## config.mk

```make
export PLATFORM = sky130hd
export DESIGN_NAME = sdr_wr_burst_seq
export DESIGN_NICKNAME = d
export VERILOG_FILES = /design/src/rtl/sdr_wr_pkg.sv /design/src/rtl/sdr_wr_req_decode.sv /design/src/rtl/sdr_wr_fsm.sv /design/src/rtl/sdr_wr_pin_drive.sv /design/src/rtl/sdr_wr_burst_seq.sv
export SDC_FILE = /design/constraint.sdc
export NUM_CORES = 1
export LEC_CHECK = 0
export BUFFER_PORTS_ARGS = -buffer_cell sky130_fd_sc_hd__buf_4
export CELL_PAD_IN_SITES_DETAIL_PLACEMENT = 1
export CELL_PAD_IN_SITES_GLOBAL_PLACEMENT = 1
export CORE_AREA = 2 2 101 103
export CTS_CLUSTER_DIAMETER = 60
export DETAILED_ROUTE_END_ITERATION = 6
export DIE_AREA = 0 0 103 105
export GPL_TIMING_DRIVEN = 0
export PLACE_DENSITY = 0.85
export SYNTH_ARGS = -nofsm -noshare
export SYNTH_HDL_FRONTEND = slang
export SYNTH_SLANG_ARGS = --single-unit
```

## constraint.sdc

```tcl
create_clock -name clk_i -period 2.1 [get_ports clk_i]
set_input_delay 0.105 -clock clk_i [delete_from_list [all_inputs] [get_ports clk_i]]
set_output_delay 0.105 -clock clk_i [all_outputs]
set_load 0.005 [all_outputs]
```

## src/rtl/sdr_wr_pkg.sv

```systemverilog
package sdr_wr_pkg;
  typedef enum logic [2:0] {
    ST_IDLE, ST_DATA, ST_GAP, ST_PRE, ST_WAIT, ST_BST
  } state_e;

  typedef enum logic [1:0] {CL_NAT, CL_TERM, CL_PRE} close_e;

  typedef enum logic [1:0] {CMD_NOP, CMD_WRITE, CMD_BST, CMD_PRE} cmd_e;

  typedef struct packed {
    logic cs_n;
    logic ras_n;
    logic cas_n;
    logic we_n;
  } pins_t;

  function automatic pins_t cmd_pins(cmd_e c);
    unique case (c)
      CMD_WRITE: return 4'b0100;
      CMD_BST:   return 4'b0110;
      CMD_PRE:   return 4'b0010;
      default:   return 4'b0111;
    endcase
  endfunction
endpackage

```

## src/rtl/sdr_wr_req_decode.sv

```systemverilog
module sdr_wr_req_decode
  import sdr_wr_pkg::*;
#(
  parameter int LEN_W = 10
) (
  input  logic [2:0]       bl_i,
  input  logic [1:0]       close_i,
  input  logic             ap_i,
  input  logic [LEN_W-1:0] len_i,
  output logic [LEN_W-1:0] words_m1_o,
  output close_e           close_o,
  output logic             ap_o
);
  logic             full;
  logic [LEN_W-1:0] bl_words, len_nz, len_fix, words;

  assign full     = bl_i[2];
  assign bl_words = LEN_W'(1) << bl_i[1:0];
  assign len_nz   = (len_i == '0) ? LEN_W'(1) : len_i;
  assign len_fix  = (len_nz > bl_words) ? bl_words : len_nz;

  always_comb begin
    if (close_i[1])      close_o = CL_PRE;
    else if (close_i[0]) close_o = CL_TERM;
    else if (full)       close_o = CL_TERM;  // full page never ends by itself
    else                 close_o = CL_NAT;
  end

  assign ap_o = ap_i & (close_i == 2'b00) & ~full;

  always_comb begin
    if (full)                 words = len_nz;
    else if (close_o == CL_NAT) words = bl_words;
    else                      words = len_fix;
  end

  assign words_m1_o = words - LEN_W'(1);
endmodule

```

## src/rtl/sdr_wr_fsm.sv

```systemverilog
module sdr_wr_fsm
  import sdr_wr_pkg::*;
#(
  parameter int LEN_W = 10,
  parameter int BA_W  = 2,
  parameter int COL_W = 9,
  parameter int T_DPL = 2,
  parameter int T_RP  = 3
) (
  input  logic             clk_i,
  input  logic             rst_ni,
  input  logic             req_valid_i,
  input  logic [BA_W-1:0]  bank_i,
  input  logic [COL_W-1:0] col_i,
  input  logic [LEN_W-1:0] words_m1_i,
  input  close_e           close_i,
  input  logic             ap_i,
  output state_e           state_o,
  output logic             first_o,
  output logic             ready_o,
  output logic             done_o,
  output logic [BA_W-1:0]  bank_o,
  output logic [COL_W-1:0] col_o,
  output logic             ap_o
);
  localparam int TMR_W = $clog2(T_DPL + T_RP + 1);

  state_e           st_q, st_d;
  logic [LEN_W-1:0] cnt_q, cnt_d, last_q;
  logic [TMR_W-1:0] tmr_q, tmr_d;
  close_e           close_q;
  logic             done_q, done_d;
  logic             last, accept, load;

  assign last    = (cnt_q == last_q);
  assign ready_o = (st_q == ST_IDLE) |
                   ((st_q == ST_DATA) & last & (close_q == CL_NAT) & ~ap_o);
  assign accept  = req_valid_i & ready_o;

  always_comb begin
    st_d   = st_q;
    cnt_d  = cnt_q;
    tmr_d  = tmr_q;
    done_d = 1'b0;
    load   = 1'b0;
    unique case (st_q)
      ST_IDLE: load = accept;
      ST_DATA: begin
        if (!last) begin
          cnt_d = cnt_q + LEN_W'(1);
        end else begin
          unique case (close_q)
            CL_NAT: begin
              if (ap_o) begin
                st_d  = ST_WAIT;
                tmr_d = TMR_W'(T_DPL + T_RP - 1);
              end else begin
                st_d   = ST_IDLE;
                done_d = 1'b1;
                load   = accept;
              end
            end
            CL_TERM: st_d = ST_BST;
            default: begin
              if (T_DPL > 1) begin
                st_d  = ST_GAP;
                tmr_d = TMR_W'(T_DPL - 1);
              end else begin
                st_d = ST_PRE;
              end
            end
          endcase
        end
      end
      ST_GAP: begin
        if (tmr_q == TMR_W'(1)) st_d = ST_PRE;
        else                    tmr_d = tmr_q - TMR_W'(1);
      end
      ST_PRE: begin
        if (T_RP > 1) begin
          st_d  = ST_WAIT;
          tmr_d = TMR_W'(T_RP - 1);
        end else begin
          st_d   = ST_IDLE;
          done_d = 1'b1;
        end
      end
      ST_WAIT: begin
        if (tmr_q == TMR_W'(1)) begin
          st_d   = ST_IDLE;
          done_d = 1'b1;
        end else begin
          tmr_d = tmr_q - TMR_W'(1);
        end
      end
      ST_BST: begin
        st_d   = ST_IDLE;
        done_d = 1'b1;
      end
      default: st_d = ST_IDLE;
    endcase
    if (load) begin
      st_d  = ST_DATA;
      cnt_d = '0;
    end
  end

  always_ff @(posedge clk_i or negedge rst_ni) begin
    if (!rst_ni) begin
      st_q    <= ST_IDLE;
      cnt_q   <= '0;
      tmr_q   <= '0;
      done_q  <= 1'b0;
      last_q  <= '0;
      close_q <= CL_NAT;
      ap_o    <= 1'b0;
      bank_o  <= '0;
      col_o   <= '0;
    end else begin
      st_q   <= st_d;
      cnt_q  <= cnt_d;
      tmr_q  <= tmr_d;
      done_q <= done_d;
      if (load) begin
        last_q  <= words_m1_i;
        close_q <= close_i;
        ap_o    <= ap_i;
        bank_o  <= bank_i;
        col_o   <= col_i;
      end
    end
  end

  assign state_o = st_q;
  assign first_o = (cnt_q == '0);
  assign done_o  = done_q;
endmodule

```

## src/rtl/sdr_wr_pin_drive.sv

```systemverilog
module sdr_wr_pin_drive
  import sdr_wr_pkg::*;
#(
  parameter int ADDR_W = 13,
  parameter int COL_W  = 9,
  parameter int AP_BIT = 10,
  parameter int BA_W   = 2,
  parameter int DQ_W   = 32,
  parameter int DM_W   = 4
) (
  input  state_e            state_i,
  input  logic              first_i,
  input  logic [BA_W-1:0]   bank_i,
  input  logic [COL_W-1:0]  col_i,
  input  logic              ap_i,
  input  logic [DQ_W-1:0]   wd_data_i,
  input  logic [DM_W-1:0]   wd_mask_i,
  output logic              cs_n_o,
  output logic              ras_n_o,
  output logic              cas_n_o,
  output logic              we_n_o,
  output logic [ADDR_W-1:0] addr_o,
  output logic [BA_W-1:0]   ba_o,
  output logic [DQ_W-1:0]   dq_o,
  output logic              dq_oe_o,
  output logic [DM_W-1:0]   dqm_o,
  output logic              wd_ready_o
);
  cmd_e  cmd;
  pins_t pins;
  logic  is_wr, data_ph, masked;

  always_comb begin
    unique case (state_i)
      ST_DATA: cmd = first_i ? CMD_WRITE : CMD_NOP;
      ST_BST:  cmd = CMD_BST;
      ST_PRE:  cmd = CMD_PRE;
      default: cmd = CMD_NOP;
    endcase
  end

  assign pins    = cmd_pins(cmd);
  assign cs_n_o  = pins.cs_n;
  assign ras_n_o = pins.ras_n;
  assign cas_n_o = pins.cas_n;
  assign we_n_o  = pins.we_n;

  assign is_wr = (cmd == CMD_WRITE);

  for (genvar i = 0; i < ADDR_W; i++) begin : g_addr
    if (i < COL_W) begin : g_col
      assign addr_o[i] = is_wr & col_i[i];
    end else if (i == AP_BIT) begin : g_ap
      assign addr_o[i] = is_wr & ap_i;   // stays low on PRECHARGE: single bank
    end else begin : g_zero
      assign addr_o[i] = 1'b0;
    end
  end

  assign ba_o = (is_wr || cmd == CMD_PRE) ? bank_i : '0;

  assign data_ph    = (state_i == ST_DATA);
  assign masked     = (state_i == ST_GAP) | (state_i == ST_PRE);
  assign dq_oe_o    = data_ph;
  assign wd_ready_o = data_ph;
  assign dq_o       = data_ph ? wd_data_i : '0;
  assign dqm_o      = data_ph ? wd_mask_i : (masked ? '1 : '0);
endmodule

```

## src/rtl/sdr_wr_burst_seq.sv

```systemverilog
module sdr_wr_burst_seq
  import sdr_wr_pkg::*;
#(
  parameter int ADDR_W = 13,
  parameter int COL_W  = 9,
  parameter int AP_BIT = 10,
  parameter int BA_W   = 2,
  parameter int DQ_W   = 32,
  parameter int LEN_W  = 10,
  parameter int T_DPL  = 2,
  parameter int T_RP   = 3,
  localparam int DM_W  = DQ_W / 8
) (
  input  logic              clk_i,
  input  logic              rst_ni,
  input  logic              req_valid_i,
  output logic              req_ready_o,
  input  logic [BA_W-1:0]   req_bank_i,
  input  logic [COL_W-1:0]  req_col_i,
  input  logic [2:0]        req_bl_i,
  input  logic [1:0]        req_close_i,
  input  logic              req_ap_i,
  input  logic [LEN_W-1:0]  req_len_i,
  input  logic [DQ_W-1:0]   wd_data_i,
  input  logic [DM_W-1:0]   wd_mask_i,
  output logic              wd_ready_o,
  output logic              cs_n_o,
  output logic              ras_n_o,
  output logic              cas_n_o,
  output logic              we_n_o,
  output logic [ADDR_W-1:0] addr_o,
  output logic [BA_W-1:0]   ba_o,
  output logic [DQ_W-1:0]   dq_o,
  output logic              dq_oe_o,
  output logic [DM_W-1:0]   dqm_o,
  output logic              done_o
);
  logic [LEN_W-1:0] words_m1;
  close_e           close_eff;
  logic             ap_eff, first, ap_q;
  state_e           state;
  logic [BA_W-1:0]  bank_q;
  logic [COL_W-1:0] col_q;

  sdr_wr_req_decode #(.LEN_W(LEN_W)) u_dec (
    .bl_i      (req_bl_i),
    .close_i   (req_close_i),
    .ap_i      (req_ap_i),
    .len_i     (req_len_i),
    .words_m1_o(words_m1),
    .close_o   (close_eff),
    .ap_o      (ap_eff)
  );

  sdr_wr_fsm #(
    .LEN_W(LEN_W), .BA_W(BA_W), .COL_W(COL_W), .T_DPL(T_DPL), .T_RP(T_RP)
  ) u_fsm (
    .clk_i      (clk_i),
    .rst_ni     (rst_ni),
    .req_valid_i(req_valid_i),
    .bank_i     (req_bank_i),
    .col_i      (req_col_i),
    .words_m1_i (words_m1),
    .close_i    (close_eff),
    .ap_i       (ap_eff),
    .state_o    (state),
    .first_o    (first),
    .ready_o    (req_ready_o),
    .done_o     (done_o),
    .bank_o     (bank_q),
    .col_o      (col_q),
    .ap_o       (ap_q)
  );

  sdr_wr_pin_drive #(
    .ADDR_W(ADDR_W), .COL_W(COL_W), .AP_BIT(AP_BIT), .BA_W(BA_W),
    .DQ_W(DQ_W), .DM_W(DM_W)
  ) u_pins (
    .state_i   (state),
    .first_i   (first),
    .bank_i    (bank_q),
    .col_i     (col_q),
    .ap_i      (ap_q),
    .wd_data_i (wd_data_i),
    .wd_mask_i (wd_mask_i),
    .cs_n_o    (cs_n_o),
    .ras_n_o   (ras_n_o),
    .cas_n_o   (cas_n_o),
    .we_n_o    (we_n_o),
    .addr_o    (addr_o),
    .ba_o      (ba_o),
    .dq_o      (dq_o),
    .dq_oe_o   (dq_oe_o),
    .dqm_o     (dqm_o),
    .wd_ready_o(wd_ready_o)
  );
endmodule

```

# ---- After elaboration in Yosys (flattened, before gate mapping)
# Index checks and enable logic that the tools add are counted.
dict set report word_totals {
  regBits 41
  inputBits 66
  output_inout_bits 59
  elab_cells 105
}
dict set report classes {
  addsub 3
  order_cmp 1
  eq_ne 20
  n_shift 1
  muxes 38
  bitwise 20
  n_reduce_logical 13
}
# op n
set op_table {}
lappend op_table {{10-bit 2-to-1 mux} 7}
lappend op_table {{32-bit 2-to-1 mux} 1}
lappend op_table {{3-bit 2-to-1 mux} 8}
lappend op_table {{10-bit logical NOT} 2}
lappend op_table {{3-bit one-hot mux with 3 select lines} 2}
lappend op_table {{1-bit bitwise AND} 16}
lappend op_table {{3-bit one-hot mux with 5 select lines} 1}
lappend op_table {{3-bit one-hot mux with 2 select lines} 2}
lappend op_table {{10-bit by 1-bit adder with 10-bit output, second input constant} 1}
lappend op_table {{10-bit equality test} 1}
lappend op_table {{10-bit greater-than comparator} 1}
lappend op_table {{1-bit by 2-bit left shift with 10-bit output, first input constant} 1}
lappend op_table {{10-bit by 1-bit subtractor with 10-bit output, second input constant} 1}
lappend op_table {{1-bit 2-to-1 mux} 9}
lappend op_table {{4-bit 2-to-1 mux} 2}
lappend op_table {{2-bit inequality test, second input constant} 4}
lappend op_table {{3-bit by 1-bit equality test with 1-bit output, second input constant} 2}
lappend op_table {{3-bit by 2-bit equality test with 1-bit output, second input constant} 2}
lappend op_table {{3-bit equality test, second input constant} 2}
lappend op_table {{2-bit logical NOT} 3}
lappend op_table {{2-bit 2-to-1 mux} 3}
lappend op_table {{3-bit by 1-bit inequality test with 1-bit output, second input constant} 2}
lappend op_table {{3-bit inequality test, second input constant} 2}
lappend op_table {{2-bit one-hot mux with 3 select lines} 1}
lappend op_table {{other kinds (16)} 20}

# ---- Longest topological paths before layout
dict set report logic_depth {
  ltp_word 12
  mapped_depth 17
  ltp_nobuf 17
}

# ---- Cells and area by module
# A second synthesis with hierarchy kept.
dict set report unflattened {
  hier_cells 330
  area_unflattened_um2 3145.5
}
# mod instances cells_per_inst area_per_inst_um2 seq_area_each_um2
set modules_own_cells {}
lappend modules_own_cells {sdr_wr_fsm 1 193 2207.1 1026.0}
lappend modules_own_cells {sdr_wr_pin_drive 1 73 499.2 0.0}
lappend modules_own_cells {sdr_wr_req_decode 1 64 439.2 0.0}

# ---- Worst setup path after synthesis
# No wires, ideal clock.
dict set report synth_path {
  kind {input port to flip-flop}
  start {input req_len_i[9]}
  end {register u_fsm.last_q[6]}
  setup_time_ns 0.083
  arrival_time_ns 3.069
  required_ns 2.017
  slack_ns -1.052
  cell_stages 15
  path_buffers 0
  path_cell_list {or4_4 -> nor2_4 -> a21o_1 -> inv_1 -> ha_1 -> a41o_1 -> a21oi_1 -> nor2_8 -> mux2i_1 -> ha_1 -> nand3b_1 -> a21oi_1 -> o32ai_1 -> mux2_2 -> o21ai_0}
}
dict set report synth_between {
  elab_chain_cells 7
}
# element line_no
set synth_rtl {}
lappend synth_rtl {{start, declared} sdr_wr_burst_seq.sv:23} ;# input logic [LEN_W-1:0] req_len_i,
lappend synth_rtl {{10-bit logical NOT} sdr_wr_req_decode.sv:19} ;# assign len_nz = (len_i == '0) ? LEN_W'(1) : len_i;
lappend synth_rtl {{10-bit 2-to-1 mux (*)} sdr_wr_req_decode.sv:19}
lappend synth_rtl {{10-bit greater-than comparator} sdr_wr_req_decode.sv:20} ;# assign len_fix = (len_nz > bl_words) ? bl_words : len_nz;
lappend synth_rtl {{10-bit 2-to-1 mux} sdr_wr_req_decode.sv:20}
lappend synth_rtl {{10-bit 2-to-1 mux} sdr_wr_req_decode.sv:33} ;# else if (close_o == CL_NAT) words = bl_words;
lappend synth_rtl {{10-bit 2-to-1 mux (*)} sdr_wr_req_decode.sv:32} ;# if (full) words = len_nz;
lappend synth_rtl {{10-bit by 1-bit subtractor with 10-bit output (*)} sdr_wr_req_decode.sv:37} ;# assign words_m1_o = words - LEN_W'(1);
lappend synth_rtl {{end signal, assigned} sdr_wr_fsm.sv:125} ;# last_q <= words_m1_i;
lappend synth_rtl {{end, declared} sdr_wr_fsm.sv:29} ;# logic [LEN_W-1:0] cnt_q, cnt_d, last_q;
# Mark *: on every way between the ends. The rest lies on a longest branch, timed or not.
# A chain may end at the register's enable or synchronous reset.

# ---- Worst setup path after layout
dict set report layout_path {
  start {input req_len_i[9]}
  end {register u_fsm.last_q[2]}
}
# Same word-level chain as after synthesis.

==> reports/results.ini <==
[run_status]
status=finished with violations
violations=setup timing

[clock_tree]
cts_tree=built
numCtsBuffers=5
cts_sinks=41
htreeDepth=2
cts_root_buf=clkbuf_8
clk_pin_slew_ns=0.08
clk_latency_ns=0.31
cts_buffer_depth=2

[power]
p_comb_share_pct=63.3
ir_worst_vdd_mv=0.354
switching_share_pct=41.0
p_seq_share_pct=26.6
clkPwrFrac_pct=10.1
p_per_area_nw_per_um2=1140
p_int_mw=3.11
switchingPower_mw=2.16
leakagePower_nw=2.24

[cells_and_area]
fin_cells=625
design_area_um2=4630
syn_to_final_growth_pct=56.6
n_antenna_cell=0
layout.nets=566
layout-drive-gt1-share_pct=48.0
fillers=1190

[global_route]
antenna_found_initial=0
grt_usage_pct=18.3
grt_pass1_vias=3228
grt_pass1_wl_um=15900
grt_max_degree=42
overflow=0

[setup_path]
cp_top_family=simple AND/OR/NAND/NOR gates
cp_slowest_cell=or4_4
end_kind=register
crit_arrival_ns=2.96
crit_type=input pin to register
worstPathRequired_ns=2.33
crit_buf_inv=4
path_max_fanout=4
start_kind=input pin
path_cells=buf_6 -> or4_4 -> nor2_4 -> a21o_1 -> inv_2 -> ha_4 -> nor2b_1 -> o211ai_1 -> a21oi_4 -> nor2_8 -> mux2i_4 -> ha_4 -> buf_4 -> buf_6 -> or2_4 -> a2bb2oi_2 -> nor2_1 -> o21ai_1
max_stage_delay_ns=0.53

[min_path]
hold_path.class=input pin to register

[floorplanning]
coreArea_um2=9640
io_pins=125
start_util_pct=30.7
fp.dieW_um=103
die-height_um=105
rows=36
dieArea_um2=10800

[placed_design]
hpwlAfterDp_um=7400
portBuffers=120
place_inst=588
placedInstanceArea_um2=4050
pre_cts_slack_ns=-1.28
place.gp.congestion=0.841

[timing]
timing.fmax_ghz=0.366
fin_setup_tns_ns=-3.29
min_period_ns=2.73
period_share_pct=130
setup_viol_count_final=18
finalHoldViolCount=0
drv_slew=0
max_slew_margin_pct=63.7
rsz0062_at_grt=yes
finalHoldWorstSlack_ns=0.00944
fin_skew_ns=0.0119
fin_ws_ns=-0.632
tightest_slew_ns=0.545

[detailed_routing]
drt-initial-drc-count=154
wl_um=10700
wl_per_cell_um=17.1
firstDrtPassIters=4
via_per_inst=5.01
dr_total_vias=3134
route.detailed.drc=0
detail-route-antenna-nets=0

[flow_run]
cap_violations=0

[synthesis]
yosys.area.top_type_share_pct=34.7
syn_area_um2=2960
yosys_most_used_dff=dfrtp_1
ys_ff_latch=41
yosys_warnings=0
synth.area.top_cells=dfrtp_1 (35%), and3_1 (7.2%), xnor2_1 (5.0%)
synth_edf_count=0
yosysUniqueCellTypes=56
yosysTopAreaCell=dfrtp_1
seq_area_frac_synth_pct=34.7
avgSynthCellArea_um2=8.90
async_flop_share_pct=100
synth_cells=332

-- sequential cells by signal (all words and copies together) (netlist names) --
name and cells:
u_fsm.close_q 2, u_fsm.state_o 3, u_fsm.done_o 1, u_fsm.col_o 9, u_fsm.ap_o 1, u_fsm.last_q 10
u_fsm.bank_o 2, u_fsm.tmr_q 3, u_fsm.cnt_q 10
-- worst min-delay path: cells and delay by family --
family,cells,cell delay [ns]
buffers and inverters,1,0.09
and+or+nand+nor,2,0.08
-- kinds of logic after synthesis --
family                     after synthesis  synth area share, %
adders and majority gates                9                 3.81
other                                    1                0.127
muxes                                   17                 7.41
and+or+nand+nor                        153                 29.6
buffers and inverters                   37                 6.35
xor gates and xnor gates                22                 6.77
DFF                                     41                 34.7
AOI/OAI and AO/OA                       52                 11.2
-- cells in the final DEF, fill, tap and decap left out, types with 3 or more instances in the layout --
cell,synthesis,routed
and3_1,34,34
nand2_1,24,21
buf_6,1,7
o21ai_2,0,3
nand2_2,0,3
nand3_1,11,10
conb_1,1,4
and2_1,12,12
mux2_4,8,11
ha_1,9,7
xnor2_2,1,9
buf_4,6,151
nor2b_1,4,3
or3_1,5,4
dfrtp_2,0,8
clkbuf_1,14,13
a21oi_1,19,17
inv_1,13,11
mux2_2,7,4
o21ai_0,13,9
nand2b_1,9,9
nor2_1,24,23
nor3_1,7,6
xnor2_1,17,9
xor2_1,4,4
clkbuf_8,0,5
nor4_1,5,4
dfrtp_1,41,33
-- path summary, 6_finish.rpt --
| check | from | to | slack [ns] | cells after the start |
|---|---|---|---|---|
| min reg2reg | u_fsm.col_o[8] | u_fsm.col_o[8] | 0.51 | 1 |
| max | req_len_i[9] | u_fsm.last_q[2] | -0.63 | 18 |
| max reg2reg | u_fsm.cnt_q[6] | u_fsm.col_o[0] | -0.11 | 7 |
| min | req_close_i[1] | u_fsm.close_q[1] | 0.009 | 3 |
| min in group asynchronous | rst_ni | u_fsm.tmr_q[0] | 0.32 | 2 |
| max in group asynchronous | rst_ni | u_fsm.ap_o | 1.37 | 2 |
-- area by class of cell --
type / instances / area, um^2 / area share [%]
Buffer: 24 / 160 / 3.46
Clock buffer: 6 / 72.6 / 1.57
Clock inverter: 2 / 15.0 / 0.324
Inverter: 13 / 48.8 / 1.05
Multi-Input combinational cell: 257 / 2000 / 43.2
Sequential cell: 41 / 1040 / 22.4
Tap cell: 133 / 166 / 3.59
Timing Repair Buffer: 149 / 1130 / 24.5
-- synth_stat cells (2+ instances only) --
cell type / instances
o21a_1: 2
a21o_1: 2
a21oi_1: 19
dfrtp_1: 41
or2_2: 3
nand3b_1: 2
inv_1: 13
nand2_1: 24
buf_4: 6
or3_1: 5
o41ai_1: 2
or4_4: 2
nand2b_1: 9
clkbuf_1: 14
nor3_1: 7
nor2b_1: 4
o21ai_0: 13
and3_1: 34
nor2_1: 24
xor2_1: 4
buf_2: 2
nand3_1: 11
and2_1: 12
mux2_2: 7
mux2_4: 8
nor4_1: 5
mux2i_1: 2
nand4_1: 2
a2bb2oi_1: 2
xnor2_1: 17
ha_1: 9
-- power groups by stage --
| stage | clock (mW) | combinational [mW] | sequential [mW] |
|---|---|---|---|
| after floorplan | 0 | 1.57 | 1.30 |
| after global placement | 0 | 2.53 | 1.36 |
| after detailed placement | 0 | 2.62 | 1.38 |
| after CTS | 0.541 | 2.89 | 1.37 |
| after global routing | 0.581 | 3.59 | 1.44 |
| final | 0.534 | 3.34 | 1.40 |
-- layer usage --
layer | up-vias | routed length, um | share of wire (%) | global-route usage, %
li1 | 1475 | - | - | -
met1 | 1551 | 4310 | 40 | 22.6
met2 | 92 | 5820 | 54 | 32.0
met3 | 16 | 379 | 3.5 | 2.81
met4 | 0 | 181 | 1.7 | 6.30
met5 | - | 0 | 0 | 0
-- metrics by stage --
stage,utilization (%),power [mW]
2_1_floorplan,-,2.87
3_3_place_gp,42.0,3.89
3_5_place_dp,42.0,4.01
4_1_cts,45.0,4.80
5_1_grt,48.0,5.61
6_report,48.0,5.27
-- what timing repair did --
action / in CTS / in global routing
buffers inserted: 16 / 12
gates cloned: 0 / 0
endpoints found under the hold margin: 41 / 0
hold buffers: 1 / 0
endpoints found under the setup margin: 47 / 44
pin swaps: 13 / 17
resized for setup: 22 / 46
Power figures use the tool's default switching activity.
